### src/rtl/sfa_pkg.sv
package sfa_pkg;
  localparam logic [7:0] A1_BYTE = 8'hF6;
  localparam logic [7:0] A2_BYTE = 8'h28;

  typedef enum logic [1:0] {
    ALN_SEARCH  = 2'd0,
    ALN_CONFIRM = 2'd1,
    ALN_SYNC    = 2'd2
  } aln_state_e;
endpackage

### src/rtl/sfa_run_detect.sv
module sfa_run_detect
  import sfa_pkg::*;
#(
  parameter int RUN_W = 4
) (
  input  logic             clk,
  input  logic             rst_n,
  input  logic             byte_en,
  input  logic [7:0]       rx_byte,
  input  logic [RUN_W-1:0] run_len,
  output logic             hit_o
);
  logic [RUN_W-1:0] a1_run_q, a1_run_d;
  logic [RUN_W-1:0] a2_run_q, a2_run_d;
  logic             is_a1, is_a2, a1_full, a2_last;

  always_comb begin
    is_a1    = (rx_byte == A1_BYTE);
    is_a2    = (rx_byte == A2_BYTE);
    a1_full  = (a1_run_q == run_len);
    a2_last  = ((a2_run_q + RUN_W'(1)) == run_len);
    hit_o    = byte_en && is_a2 && a1_full && a2_last;
    a1_run_d = a1_run_q;
    a2_run_d = a2_run_q;
    if (byte_en) begin
      if (is_a1) begin
        a2_run_d = '0;
        if (a2_run_q != '0) begin
          a1_run_d = RUN_W'(1);
        end else if (!a1_full) begin
          a1_run_d = a1_run_q + RUN_W'(1);
        end
      end else if (is_a2 && a1_full) begin
        if (a2_last) begin
          a1_run_d = '0;
          a2_run_d = '0;
        end else begin
          a2_run_d = a2_run_q + RUN_W'(1);
        end
      end else begin
        a1_run_d = '0;
        a2_run_d = '0;
      end
    end
  end

  always_ff @(posedge clk or negedge rst_n) begin
    if (!rst_n) begin
      a1_run_q <= '0;
      a2_run_q <= '0;
    end else begin
      a1_run_q <= a1_run_d;
      a2_run_q <= a2_run_d;
    end
  end
endmodule

### src/rtl/sfa_frame_pos.sv
module sfa_frame_pos
  import sfa_pkg::*;
#(
  parameter int POS_W = 14,
  parameter int RUN_W = 4
) (
  input  logic             clk,
  input  logic             rst_n,
  input  logic             byte_en,
  input  logic [7:0]       rx_byte,
  input  logic [RUN_W-1:0] run_len,
  input  logic [POS_W-1:0] last_pos,
  input  logic             load,
  output logic [POS_W-1:0] pos_o,
  output logic [POS_W-1:0] two_run_o,
  output logic             chk_stb_o,
  output logic             chk_ok_o
);
  logic [POS_W-1:0] pos_q, pos_d;
  logic             err_q, err_d;
  logic [POS_W-1:0] run_ext, two_run;
  logic             in_a1, in_win, last_win, mism;
  logic [7:0]       exp_byte;

  always_comb begin
    run_ext   = POS_W'(run_len);
    two_run   = run_ext + run_ext;
    in_a1     = (pos_q < run_ext);
    in_win    = (pos_q < two_run);
    last_win  = (pos_q == (two_run - POS_W'(1)));
    exp_byte  = in_a1 ? A1_BYTE : A2_BYTE;
    mism      = (rx_byte != exp_byte);
    chk_stb_o = byte_en && last_win;
    chk_ok_o  = !(err_q || mism);
    pos_o     = pos_q;
    two_run_o = two_run;

    pos_d = pos_q;
    err_d = err_q;
    if (byte_en) begin
      if (load) begin
        pos_d = two_run;
      end else if (pos_q == last_pos) begin
        pos_d = '0;
      end else begin
        pos_d = pos_q + POS_W'(1);
      end
      if (in_win) begin
        err_d = (pos_q == '0) ? mism : (err_q || mism);
      end
    end
  end

  always_ff @(posedge clk or negedge rst_n) begin
    if (!rst_n) begin
      pos_q <= '0;
      err_q <= 1'b0;
    end else begin
      pos_q <= pos_d;
      err_q <= err_d;
    end
  end
endmodule

### src/rtl/sfa_sync_fsm.sv
module sfa_sync_fsm
  import sfa_pkg::*;
#(
  parameter int BAD_LIMIT = 4
) (
  input  logic       clk,
  input  logic       rst_n,
  input  logic       hit,
  input  logic       chk_stb,
  input  logic       chk_ok,
  output aln_state_e state_o
);
  localparam int BAD_W = $clog2(BAD_LIMIT + 1);

  aln_state_e       state_q, state_d;
  logic [BAD_W-1:0] bad_q, bad_d;

  always_comb begin
    state_d = state_q;
    bad_d   = bad_q;
    case (state_q)
      ALN_SEARCH: begin
        if (hit) begin
          state_d = ALN_CONFIRM;
          bad_d   = '0;
        end
      end
      ALN_CONFIRM: begin
        if (chk_stb) begin
          state_d = chk_ok ? ALN_SYNC : ALN_SEARCH;
        end
      end
      ALN_SYNC: begin
        if (chk_stb) begin
          if (chk_ok) begin
            bad_d = '0;
          end else if (bad_q == BAD_W'(BAD_LIMIT - 1)) begin
            state_d = ALN_SEARCH;
            bad_d   = '0;
          end else begin
            bad_d = bad_q + BAD_W'(1);
          end
        end
      end
      default: begin
        state_d = ALN_SEARCH;
        bad_d   = '0;
      end
    endcase
  end

  always_ff @(posedge clk or negedge rst_n) begin
    if (!rst_n) begin
      state_q <= ALN_SEARCH;
      bad_q   <= '0;
    end else begin
      state_q <= state_d;
      bad_q   <= bad_d;
    end
  end

  assign state_o = state_q;
endmodule

### src/rtl/sonet_frame_aligner.sv
module sonet_frame_aligner
  import sfa_pkg::*;
#(
  parameter int FLEN_HI   = 9720,
  parameter int FLEN_LO   = 2430,
  parameter int RUN_HI    = 12,
  parameter int RUN_LO    = 3,
  parameter int BAD_LIMIT = 4,
  localparam int FLEN_MAX = (FLEN_HI > FLEN_LO) ? FLEN_HI : FLEN_LO,
  localparam int RUN_MAX  = (RUN_HI > RUN_LO) ? RUN_HI : RUN_LO,
  localparam int POS_W    = $clog2(FLEN_MAX),
  localparam int RUN_W    = $clog2(RUN_MAX + 1)
) (
  input  logic             clk,
  input  logic             rst_n,
  input  logic             byte_en,
  input  logic [7:0]       rx_byte,
  input  logic             mode_hi,
  output logic             oof,
  output logic             frame_start,
  output logic [POS_W-1:0] byte_pos,
  output logic             ref_8k
);
  logic [1:0]       rst_pipe;
  logic             rst_int_n;
  logic [RUN_W-1:0] run_len;
  logic [POS_W-1:0] last_pos;
  logic [POS_W-1:0] pos, two_run;
  logic             hit, load, chk_stb, chk_ok;
  aln_state_e       state;

  // reset asserts at once, releases on the clock
  always_ff @(posedge clk or negedge rst_n) begin
    if (!rst_n) begin
      rst_pipe <= '0;
    end else begin
      rst_pipe <= {rst_pipe[0], 1'b1};
    end
  end
  assign rst_int_n = rst_pipe[1];

  always_comb begin
    run_len  = mode_hi ? RUN_W'(RUN_HI) : RUN_W'(RUN_LO);
    last_pos = mode_hi ? POS_W'(FLEN_HI - 1) : POS_W'(FLEN_LO - 1);
    load     = hit && (state == ALN_SEARCH);
  end

  sfa_run_detect #(.RUN_W(RUN_W)) u_detect (
    .clk     (clk),
    .rst_n   (rst_int_n),
    .byte_en (byte_en),
    .rx_byte (rx_byte),
    .run_len (run_len),
    .hit_o   (hit)
  );

  sfa_frame_pos #(.POS_W(POS_W), .RUN_W(RUN_W)) u_pos (
    .clk       (clk),
    .rst_n     (rst_int_n),
    .byte_en   (byte_en),
    .rx_byte   (rx_byte),
    .run_len   (run_len),
    .last_pos  (last_pos),
    .load      (load),
    .pos_o     (pos),
    .two_run_o (two_run),
    .chk_stb_o (chk_stb),
    .chk_ok_o  (chk_ok)
  );

  sfa_sync_fsm #(.BAD_LIMIT(BAD_LIMIT)) u_fsm (
    .clk     (clk),
    .rst_n   (rst_int_n),
    .hit     (hit),
    .chk_stb (chk_stb),
    .chk_ok  (chk_ok),
    .state_o (state)
  );

  always_comb begin
    oof         = (state != ALN_SYNC);
    frame_start = byte_en && (pos == '0) && (state != ALN_SEARCH);
    ref_8k      = (state == ALN_SYNC) && (pos <= two_run);
    byte_pos    = pos;
  end
endmodule

### config.mk
export PLATFORM = sky130hd
export DESIGN_NAME = sonet_frame_aligner
export DESIGN_NICKNAME = d
export VERILOG_FILES = /design/src/rtl/sfa_pkg.sv /design/src/rtl/sfa_run_detect.sv /design/src/rtl/sfa_frame_pos.sv /design/src/rtl/sfa_sync_fsm.sv /design/src/rtl/sonet_frame_aligner.sv
export SDC_FILE = /design/constraint.sdc
export NUM_CORES = 1
export LEC_CHECK = 0
export ABC_AREA = 0
export BUFFER_PORTS_ARGS = -buffer_cell sky130_fd_sc_hd__buf_2
export CAP_MARGIN = 30
export CORE_ASPECT_RATIO = 0.7
export CORE_MARGIN = 4
export CORE_UTILIZATION = 44
export DETAILED_ROUTE_END_ITERATION = 8
export SLEW_MARGIN = 25
export SYNTH_ARGS = -nofsm -noshare
export SYNTH_HDL_FRONTEND = slang
export SYNTH_HIERARCHICAL = 1
export SYNTH_SLANG_ARGS = --single-unit
### constraint.sdc
create_clock -name clk -period 2.5 [get_ports clk]
set_input_delay 0 -clock clk [delete_from_list [all_inputs] [get_ports clk]]
set_output_delay 0 -clock clk [all_outputs]
set_load 0.02 [all_outputs]
=== Yosys cells after proc, flatten, opt, wreduce, memory -nomap -nowiden ===
Cells that the tools add are included.

* Flip-flop bits (word level): 30
* Output and inout port bits: 17
* Logic and storage cells: 79

* $add $sub $neg: 6
* Magnitude comparators: 3
* Equality and inequality tests: 18
* Multiplexer cells: 26
* Bitwise gates (word level): 1
* Reductions and logical operators: 18

{| class="wikitable"
|+ Operators by type and width
! kind !! number
|-
| 2-to-1 mux 14 bit || 3
|-
| 2-to-1 mux 4 bit || 9
|-
| equality test 14 bit || 2
|-
| adder 14 x 1 -> 14 bit, second input constant || 1
|-
| less-or-equal comparator 14 bit || 1
|-
| zero test 14 bit || 1
|-
| less-than comparator 14 bit || 1
|-
| less-than comparator 14 x 4 -> 1 bit || 1
|-
| subtractor 14 x 1 -> 14 bit, second input constant || 1
|-
| 2-to-1 mux 2 bit || 6
|-
| 2-to-1 mux 3 bit || 4
|-
| logical AND 1 bit || 9
|-
| one-hot mux 3 bit (3 select lines) || 1
|-
| adder 4 x 1 -> 4 bit, second input constant || 2
|-
| equality test 4 bit || 2
|-
| equality test 8 x 6 -> 1 bit, second input constant || 1
|-
| equality test 8 bit, second input constant || 1
|-
| 2-to-1 mux 8 bit || 1
|-
| inequality test 2 bit, second input constant || 4
|-
| inequality test 8 bit || 1
|-
| one-hot mux 2 bit (3 select lines) || 1
|-
| AND reduction 3 bit || 2
|-
| adder 4 x 4 -> 5 bit || 1
|-
| AND reduction 5 bit || 1
|-
| 14 further kinds || 15
|}

=== Longest topological paths before layout ===
Gate-level depths: netlist of the first run.

* Depth in word-level cells: 8
* Mapped depth: 11
* Gate-level depth less buffers: 11

=== Hierarchy ===
Netlist of the first run, hierarchy kept.

{| class="wikitable"
|+ By module, submodules not included
! module !! instances !! cells an instance !! area each (um^2) !! seq. area each (um^2)
|-
| sfa_frame_pos || 1 || 184 || 1556.5 || 375.4
|-
| sfa_run_detect || 1 || 70 || 649.4 || 200.2
|-
| sonet_frame_aligner || 1 || 62 || 474.2 || 50.0
|-
| sfa_sync_fsm || 1 || 22 || 265.3 || 125.1
|}

=== Worst setup path after synthesis of the first run ===
OpenSTA, ideal clock, no wires.

* Kind: reg2reg
* Start: register u_detect.a2_run_q[0]
* End: register u_pos.pos_q[4], in the netlist u_pos/pos_o[4]
* Arrival: 2.397 ns
* Setup slack: -0.018 ns
* Stages on the path, launching flop included: 11
* Clock period less this slack: 2.518 ns
* Path through: dfrtp_1 inv_1 ha_1 xor2_1 nor3_2 nand2_2 nor4_1 and2_1 clkbuf_1 o31ai_1 a22o_1

* Cells in the longest elaborated chain, start to end: 5

{| class="wikitable"
|+ Ends and longest elaborated chain
! element !! line !! RTL
|-
| start, declared || sfa_run_detect.sv:14 || <nowiki>logic [RUN_W-1:0] a2_run_q, a2_run_d;</nowiki>
|-
| start signal, assigned || sfa_run_detect.sv:53 || <nowiki>a2_run_q <= a2_run_d;</nowiki>
|-
| adder 4 x 1 -> 4 bit || sfa_run_detect.sv:21 || <nowiki>a2_last = ((a2_run_q + RUN_W'(1)) == run_len);</nowiki>
|-
| equality test 4 bit || sfa_run_detect.sv:21 ||
|-
| logical AND 1 bit || sfa_run_detect.sv:22 || <nowiki>hit_o = byte_en && is_a2 && a1_full && a2_last;</nowiki>
|-
| via hit || sonet_frame_aligner.sv:29 || <nowiki>logic hit, load, chk_stb, chk_ok;</nowiki>
|-
| logical AND 1 bit || sonet_frame_aligner.sv:45 || <nowiki>load = hit && (state == ALN_SEARCH);</nowiki>
|-
| via load || sonet_frame_aligner.sv:29 ||
|-
| 2-to-1 mux 14 bit || sfa_frame_pos.sv:41 || <nowiki>if (load) begin</nowiki>
|-
| end signal, assigned || sfa_frame_pos.sv:59 || <nowiki>pos_q <= pos_d;</nowiki>
|-
| end, declared || sfa_frame_pos.sv:19 || <nowiki>logic [POS_W-1:0] pos_q, pos_d;</nowiki>
|}

The timed path passes the listed nets, and every way through them passes these cells.
A chain may end at the register's enable or synchronous reset.

=== Final worst setup path of the first run ===
* Start: register u_pos.pos_q[7], in the netlist u_pos/pos_o[7]
* End: output port ref_8k

* Cells in the longest elaborated chain, start to end: 2

{| class="wikitable"
|+ Ends and longest elaborated chain
! element !! line !! RTL
|-
| less-or-equal comparator 14 bit || sonet_frame_aligner.sv:83 || <nowiki>ref_8k = (state == ALN_SYNC) && (pos <= two_run);</nowiki>
|-
| logical AND 1 bit || sonet_frame_aligner.sv:83 ||
|-
| end, declared || sonet_frame_aligner.sv:22 || <nowiki>output logic ref_8k</nowiki>
|}

Every way passes these cells.

==> impl_metrics.toml, run 1 <==
[floorplanning]
initial_core_util_pct = 46.3
fp.dieW_um = 106
dieHeight_um = 76.5
num_rows = 24
io_pins = 29
coreArea_um2 = 6370
dieArea_um2 = 8090

[cts]
clockBufferDepth = 2
cts_buffers = 5
numClockSinks = 30
cts_tree = "yes"
root_buffer = "clkbuf_8"
clk_pin_slew_ps = 70
h-tree-depth = 2
clock_latency_ps = 290

[hold_path]
hold_class = "in2async"

[sta]
hold_violations = 0
setup-violations-final = 0
clock_skew_ps = 10.2
drv_slew = 0
fmax_mhz = 430
tightest_slew_ps = 679
maxSlewHeadroom_pct = 54.4
rsz0062_at_grt = "no"
period_share_pct = 93.1
fin_crit_ps = 2330

[synthesis]
synth_edf_count = 0
synth_seq_cells = 30
yosysUniqueCellTypes = 68
yosys.area.top_type = "dfrtp_1"
ys_top_cells_by_area = "dfrtp_1 (25%), ha_1 (12%), xnor2_1 (7.7%), inv_1 (4.0%), buf_4 (3.8%)"
synth.avg_cell_area_um2 = 8.71
seq_area_frac_synth_pct = 25.5
ys.flop_type = "dfrtp_1"
ys_async_sr_fraction_pct = 100
synthTopCellsByCount = "inv_1 (31), dfrtp_1 (30), ha_1 (29)"
synth_area_um2 = 2950
synth_top_area_share_pct = 25.5
yosys.cell_count.top_type = "inv_1"
synth_warnings = 6
syn-instance-count = 338

[drt]
vias = 2606
drt_iter0_drc = 177
wirelength_met1_um = 3890
avgViaCountPerCell = 5.44
wl_met3_um = 397
dr.pass1.iters = 5
drc = 0
wire_per_inst_um = 15.1
wirelength_um = 7240
highest_layer = "met4"
dr_wl_met2_um = 2900
ant_nets = 0

[critical_path]
worst-path-stages = 7
slowest_delay_ps = 440
required_ps = 2500
crit_path_top_delay_cell = "a2111o_1"
r2r_start = "u_detect/a2_run_q[0]"
cp_max_fo = 9
endpoint_kind = "output port"
critPathBufInv = 2
reg2regPathDepth = 8
path_cells = "buf_4, ha_1, a21o_1, a221o_1, a2111o_1, o22ai_1, buf_2"
arrival_ps = 2330
cp-startpoint = "u_pos/pos_o[7]"
cp_top_family = "compound AO/OA/AOI/OAI gates"
critPathKind = "reg2out"
critPathLaunchType = "flip-flop"

[power_and_ir_drop]
worst_ir_drop_vdd_uv = 337
power.density_nw_per_um2 = 563
power.leakage_uw = 0.00161

[final_layout]
area_delta_synth_final_pct = 16.4
design_area_um2 = 3430
layout-drive-gt1-share_pct = 20.1
final_nets = 429
diodes = 0
post_layout_nonfiller_instances = 479

[place]
placement.io_buffers = 28
placed_cell_area_um2 = 3260
dpl.hpwl_um = 5670
gp_congestion = 0.800
placed_cells = 469

[run_status]
status = "completed"

[run]
drv_cap = 0

[grt]
grt_pass1_vias = 2551
grt.total_usage_pct = 18.9
grt_max_degree = 31
grt_pass1_wl_um = 12600
grt_overflow = 0
antenna_found_initial = 0
sequential cells by signal, summed over array words and instances (netlist names):
name	cells
u_pos/pos_o	14
u_fsm/bad_q	3
u_detect/a1_run_q	4
rst_pipe	2
u_pos/err_q	1
u_detect/a2_run_q	4
u_fsm/state_o	2
final timing paths:
kind / to / slack [ps]
worst min-delay path: rst_pipe[0] / 20
worst max-delay path: ref_8k / 170
worst min register to register: u_pos/err_q / 240
min in group clk: u_pos/pos_o[12] / 290
max in group asynchronous: u_fsm/bad_q[2] / 1970
worst max register to register: u_fsm/bad_q[1] / 180
through the flow:
stage / hold WS [ps] / utilization, % / setup WS [ps] / power, µW / TNS [ps]
2_1_floorplan: -296 / - / 87.5 / 1200 / 0
3_3_place_gp: -213 / 51.2 / 123 / 1400 / 0
3_5_place_dp: -212 / 51.2 / -53.6 / 1420 / -89.4
4_1_cts: 14.3 / 53.2 / 32.5 / 1930 / 0
5_1_grt: 33.7 / 53.9 / 7.50 / 2090 / 0
6_report: 22.6 / 53.9 / 173 / 1930 / 0
kinds of logic (layout without fill, tap and decap cells):
group                    count (synthesis)  after routing  synth area share, %
multiplexers                             4              4                 1.44
adder cells (fa/ha/maj)                 29             29                 12.3
XOR/XNOR                                34             34                 10.9
buffers and inverters                   58             92                 9.73
other                                    3             19                0.382
AO/OA/AOI/OAI                           63             63                 15.0
AND/OR/NAND/NOR                        117            117                 24.8
flip-flops                              30             30                 25.5
where the power goes:
group / switching [µW] / leakage [µW] / internal, µW / total (µW)
sequential: 108 / 0.000389 / 536 / 645
clock: 189 / 0.0000573 / 319 / 507
combinational: 439 / 0.00116 / 338 / 777
layer usage:
metal,track usage [%],vias to the layer above
li1,-,1299
met5,0,-
met4,4.01,0
met1,29.6,1238
met3,2.79,5
met2,27.0,64
layout by cell type (no fill, tap or decap), types with 4 or more instances in the layout:
| cell type | count |
|---|---|
| clkbuf_8 | 6 |
| nand2_1 | 17 |
| inv_1 | 31 |
| o21ai_0 | 8 |
| o31ai_1 | 4 |
| a31oi_1 | 4 |
| nor2_1 | 8 |
| xnor2_1 | 26 |
| xor2_1 | 6 |
| buf_2 | 28 |
| nor3_1 | 7 |
| nand3_1 | 13 |
| conb_1 | 19 |
| nor2b_1 | 7 |
| and3_1 | 4 |
| ha_1 | 28 |
| buf_4 | 23 |
| a21o_1 | 4 |
| nand4_1 | 15 |
| a22o_1 | 4 |
| a21oi_1 | 14 |
| dfrtp_1 | 30 |
| nor4_1 | 9 |
repair_timing:
item                                    CTS  global route
endpoints found under the hold margin     2             0
pin swaps                                 0             5
hold buffers                              1             0
gates resized for setup                   2             6
buffers inserted                          0             2
endpoints found under the setup margin   10            15
cell type report:
type	count	area, µm²
fillers	614	2940
multi-input cells	266	2000
flip-flops and latches	30	751
repair buffers	53	334
inverters	32	120
well taps	91	114
clock buffers	6	82.6
clock inverters	1	30.0
Power figures use the tool's default switching activity.
==> inputs of run 2 (changes only) <==
--- a/config.mk
+++ b/config.mk
@@ -11,6 +11,7 @@
 export CORE_ASPECT_RATIO = 0.7
 export CORE_MARGIN = 4
 export CORE_UTILIZATION = 44
+export CTS_CLUSTER_SIZE = 20
 export DETAILED_ROUTE_END_ITERATION = 8
 export SLEW_MARGIN = 25
 export SYNTH_ARGS = -nofsm -noshare
==> constraint.sdc (replaced) <==
create_clock -name clk -period 3 [get_ports clk]
set_input_delay 0 -clock clk [delete_from_list [all_inputs] [get_ports clk]]
set_output_delay 0 -clock clk [all_outputs]
set_load 0.02 [all_outputs]
==> impl_metrics.toml, run 2 (same netlist as run 1, synthesis figures left out) <==
[final_layout]
fin_util_pct = 52.3
largest_reg_flops = 14
diodes = 0
final_nets = 420
final_common_cell = "inv_1"
area_delta_synth_final_pct = 13.0
design_area_um2 = 3330
fill_cells = 601
final_cell_mix = "inv_1 (31), dfrtp_1 (30), ha_1 (29)"
layout-drive-gt1-share_pct = 16.9

[place]
gp_congestion = 0.794
dp_slack_ps = 306
placed_cell_area_um2 = 3210
dpl.hpwl_um = 5450
placement.io_buffers = 28

[critical_path]
required_ps = 3160
rrSetupSlack_ps = 300
critPathKind = "reg2reg"
critPathLaunchType = "flip-flop"
arrival_ps = 2860
endpoint_kind = "flip-flop"
cp_max_fo = 14

[grt]
antenna_found_initial = 0
grt.total_usage_pct = 18.0
grt_pass1_wl_um = 12000
grt_max_degree = 34
grt_pass1_vias = 2325
grt_overflow = 0

[floorplanning]
fp.dieW_um = 106
coreArea_um2 = 6370
io_pins = 29
dieHeight_um = 76.5
dieArea_um2 = 8090
initial_core_util_pct = 46.3
num_rows = 24

[drt]
wirelength_um = 7110
drt_iter0_drc = 242
vias = 2564
ant_nets = 0
drc = 0
dr.pass1.iters = 4
wire_per_inst_um = 15.1
avgViaCountPerCell = 5.46

[hold_path]
hold_class = "in2async"

[cts]
clock_latency_ps = 280
cts_tree = "yes"
postCtsHoldBufs = 1
clk_pin_slew_ps = 60
numClockSinks = 30
clockBufferDepth = 2
cts_setup_buffers = 0
post_cts_resized = 0
h-tree-depth = 2
root_buffer = "clkbuf_8"
cts_buffers = 5

[power_and_ir_drop]
worst_ir_drop_vdd_uv = 269
clkPwrFrac_pct = 26.5
combPwrFrac_pct = 37.8
power.density_nw_per_um2 = 472
p_sw_uw = 598
p_sw_share_pct = 38.1
power.leakage_uw = 0.00156
pwr-share-seq_pct = 35.7
internal_power_uw = 973

[sta]
period_share_pct = 90.1
hold_violations = 0
fin_crit_ps = 2700
drv_slew = 0
fmax_mhz = 370
tightest_slew_ps = 672
fin_ws_ps = 297
whs_ps = 26.1
rsz0062_at_grt = "no"
setup-violations-final = 0
fin_tns_setup_ps = 0
clock_skew_ps = 3.30
maxSlewHeadroom_pct = 54.8

[run]
drv_cap = 0

[run_status]
status = "completed"
## run 2: cell types whose count changed in the layout (fill, tap and decap cells not counted), sizes merged
| cell | before | now |
|---|---|---|
| buf | 52 | 43 |
## run 2: per-stage QoR
stage          cells  total power, µW
6_report         470             1570
5_1_grt          470             1690
4_1_cts          470             1580
3_5_place_dp     462             1160
3_3_place_gp     462             1140
2_1_floorplan    354              997
## run 2: layout make-up
| type | instances | area, µm² | area share (%) |
|---|---|---|---|
| clock buffers | 6 | 82.6 | 2.48 |
| clock inverters | 1 | 30.0 | 0.902 |
| inverters | 32 | 120 | 3.61 |
| multi-input cells | 266 | 1970 | 59.1 |
| flip-flops and latches | 30 | 751 | 22.6 |
| well taps | 91 | 114 | 3.42 |
| repair buffers | 44 | 263 | 7.89 |
## run 2: power by group through the flow
stage	combinational, µW	sequential, µW	clock (µW)
finish	594	562	416
global placement	577	565	0
CTS	594	558	431
detailed placement	590	567	0
floorplan	433	564	0
global route	668	572	453
## run 2: per-layer routing
metal	GRT usage, %	vias to the layer above	routed length, µm
li1	-	1280	-
met1	28.4	1216	3830
met2	25.1	59	2860
met3	3.13	9	343
met4	4.27	0	69
met5	0	-	0
## run 2: worst paths after layout
kind                                      start              endpoint  depth (start not counted)
min in group clk                        byte_en  u_detect/a2_run_q[2]                          4
max reg2reg                u_detect/a2_run_q[0]        u_pos/pos_o[1]                          9
min reg2reg                         rst_pipe[1]        u_pos/pos_o[0]                          0
min                                       rst_n           rst_pipe[0]                          2
max in group asynchronous           rst_pipe[1]       u_pos/pos_o[13]                          1
max                        u_detect/a2_run_q[0]        u_pos/pos_o[1]                          9
## run 2: worst max-delay path, stage by stage (launching register included)
cell     delay, ps
dfrtp_1        410
inv_1           90
ha_1           330
xor2_1         180
nor3_2         230
nand2_2        160
nor4_1         320
and2_1         440
or2_2          310
o21ai_0        110
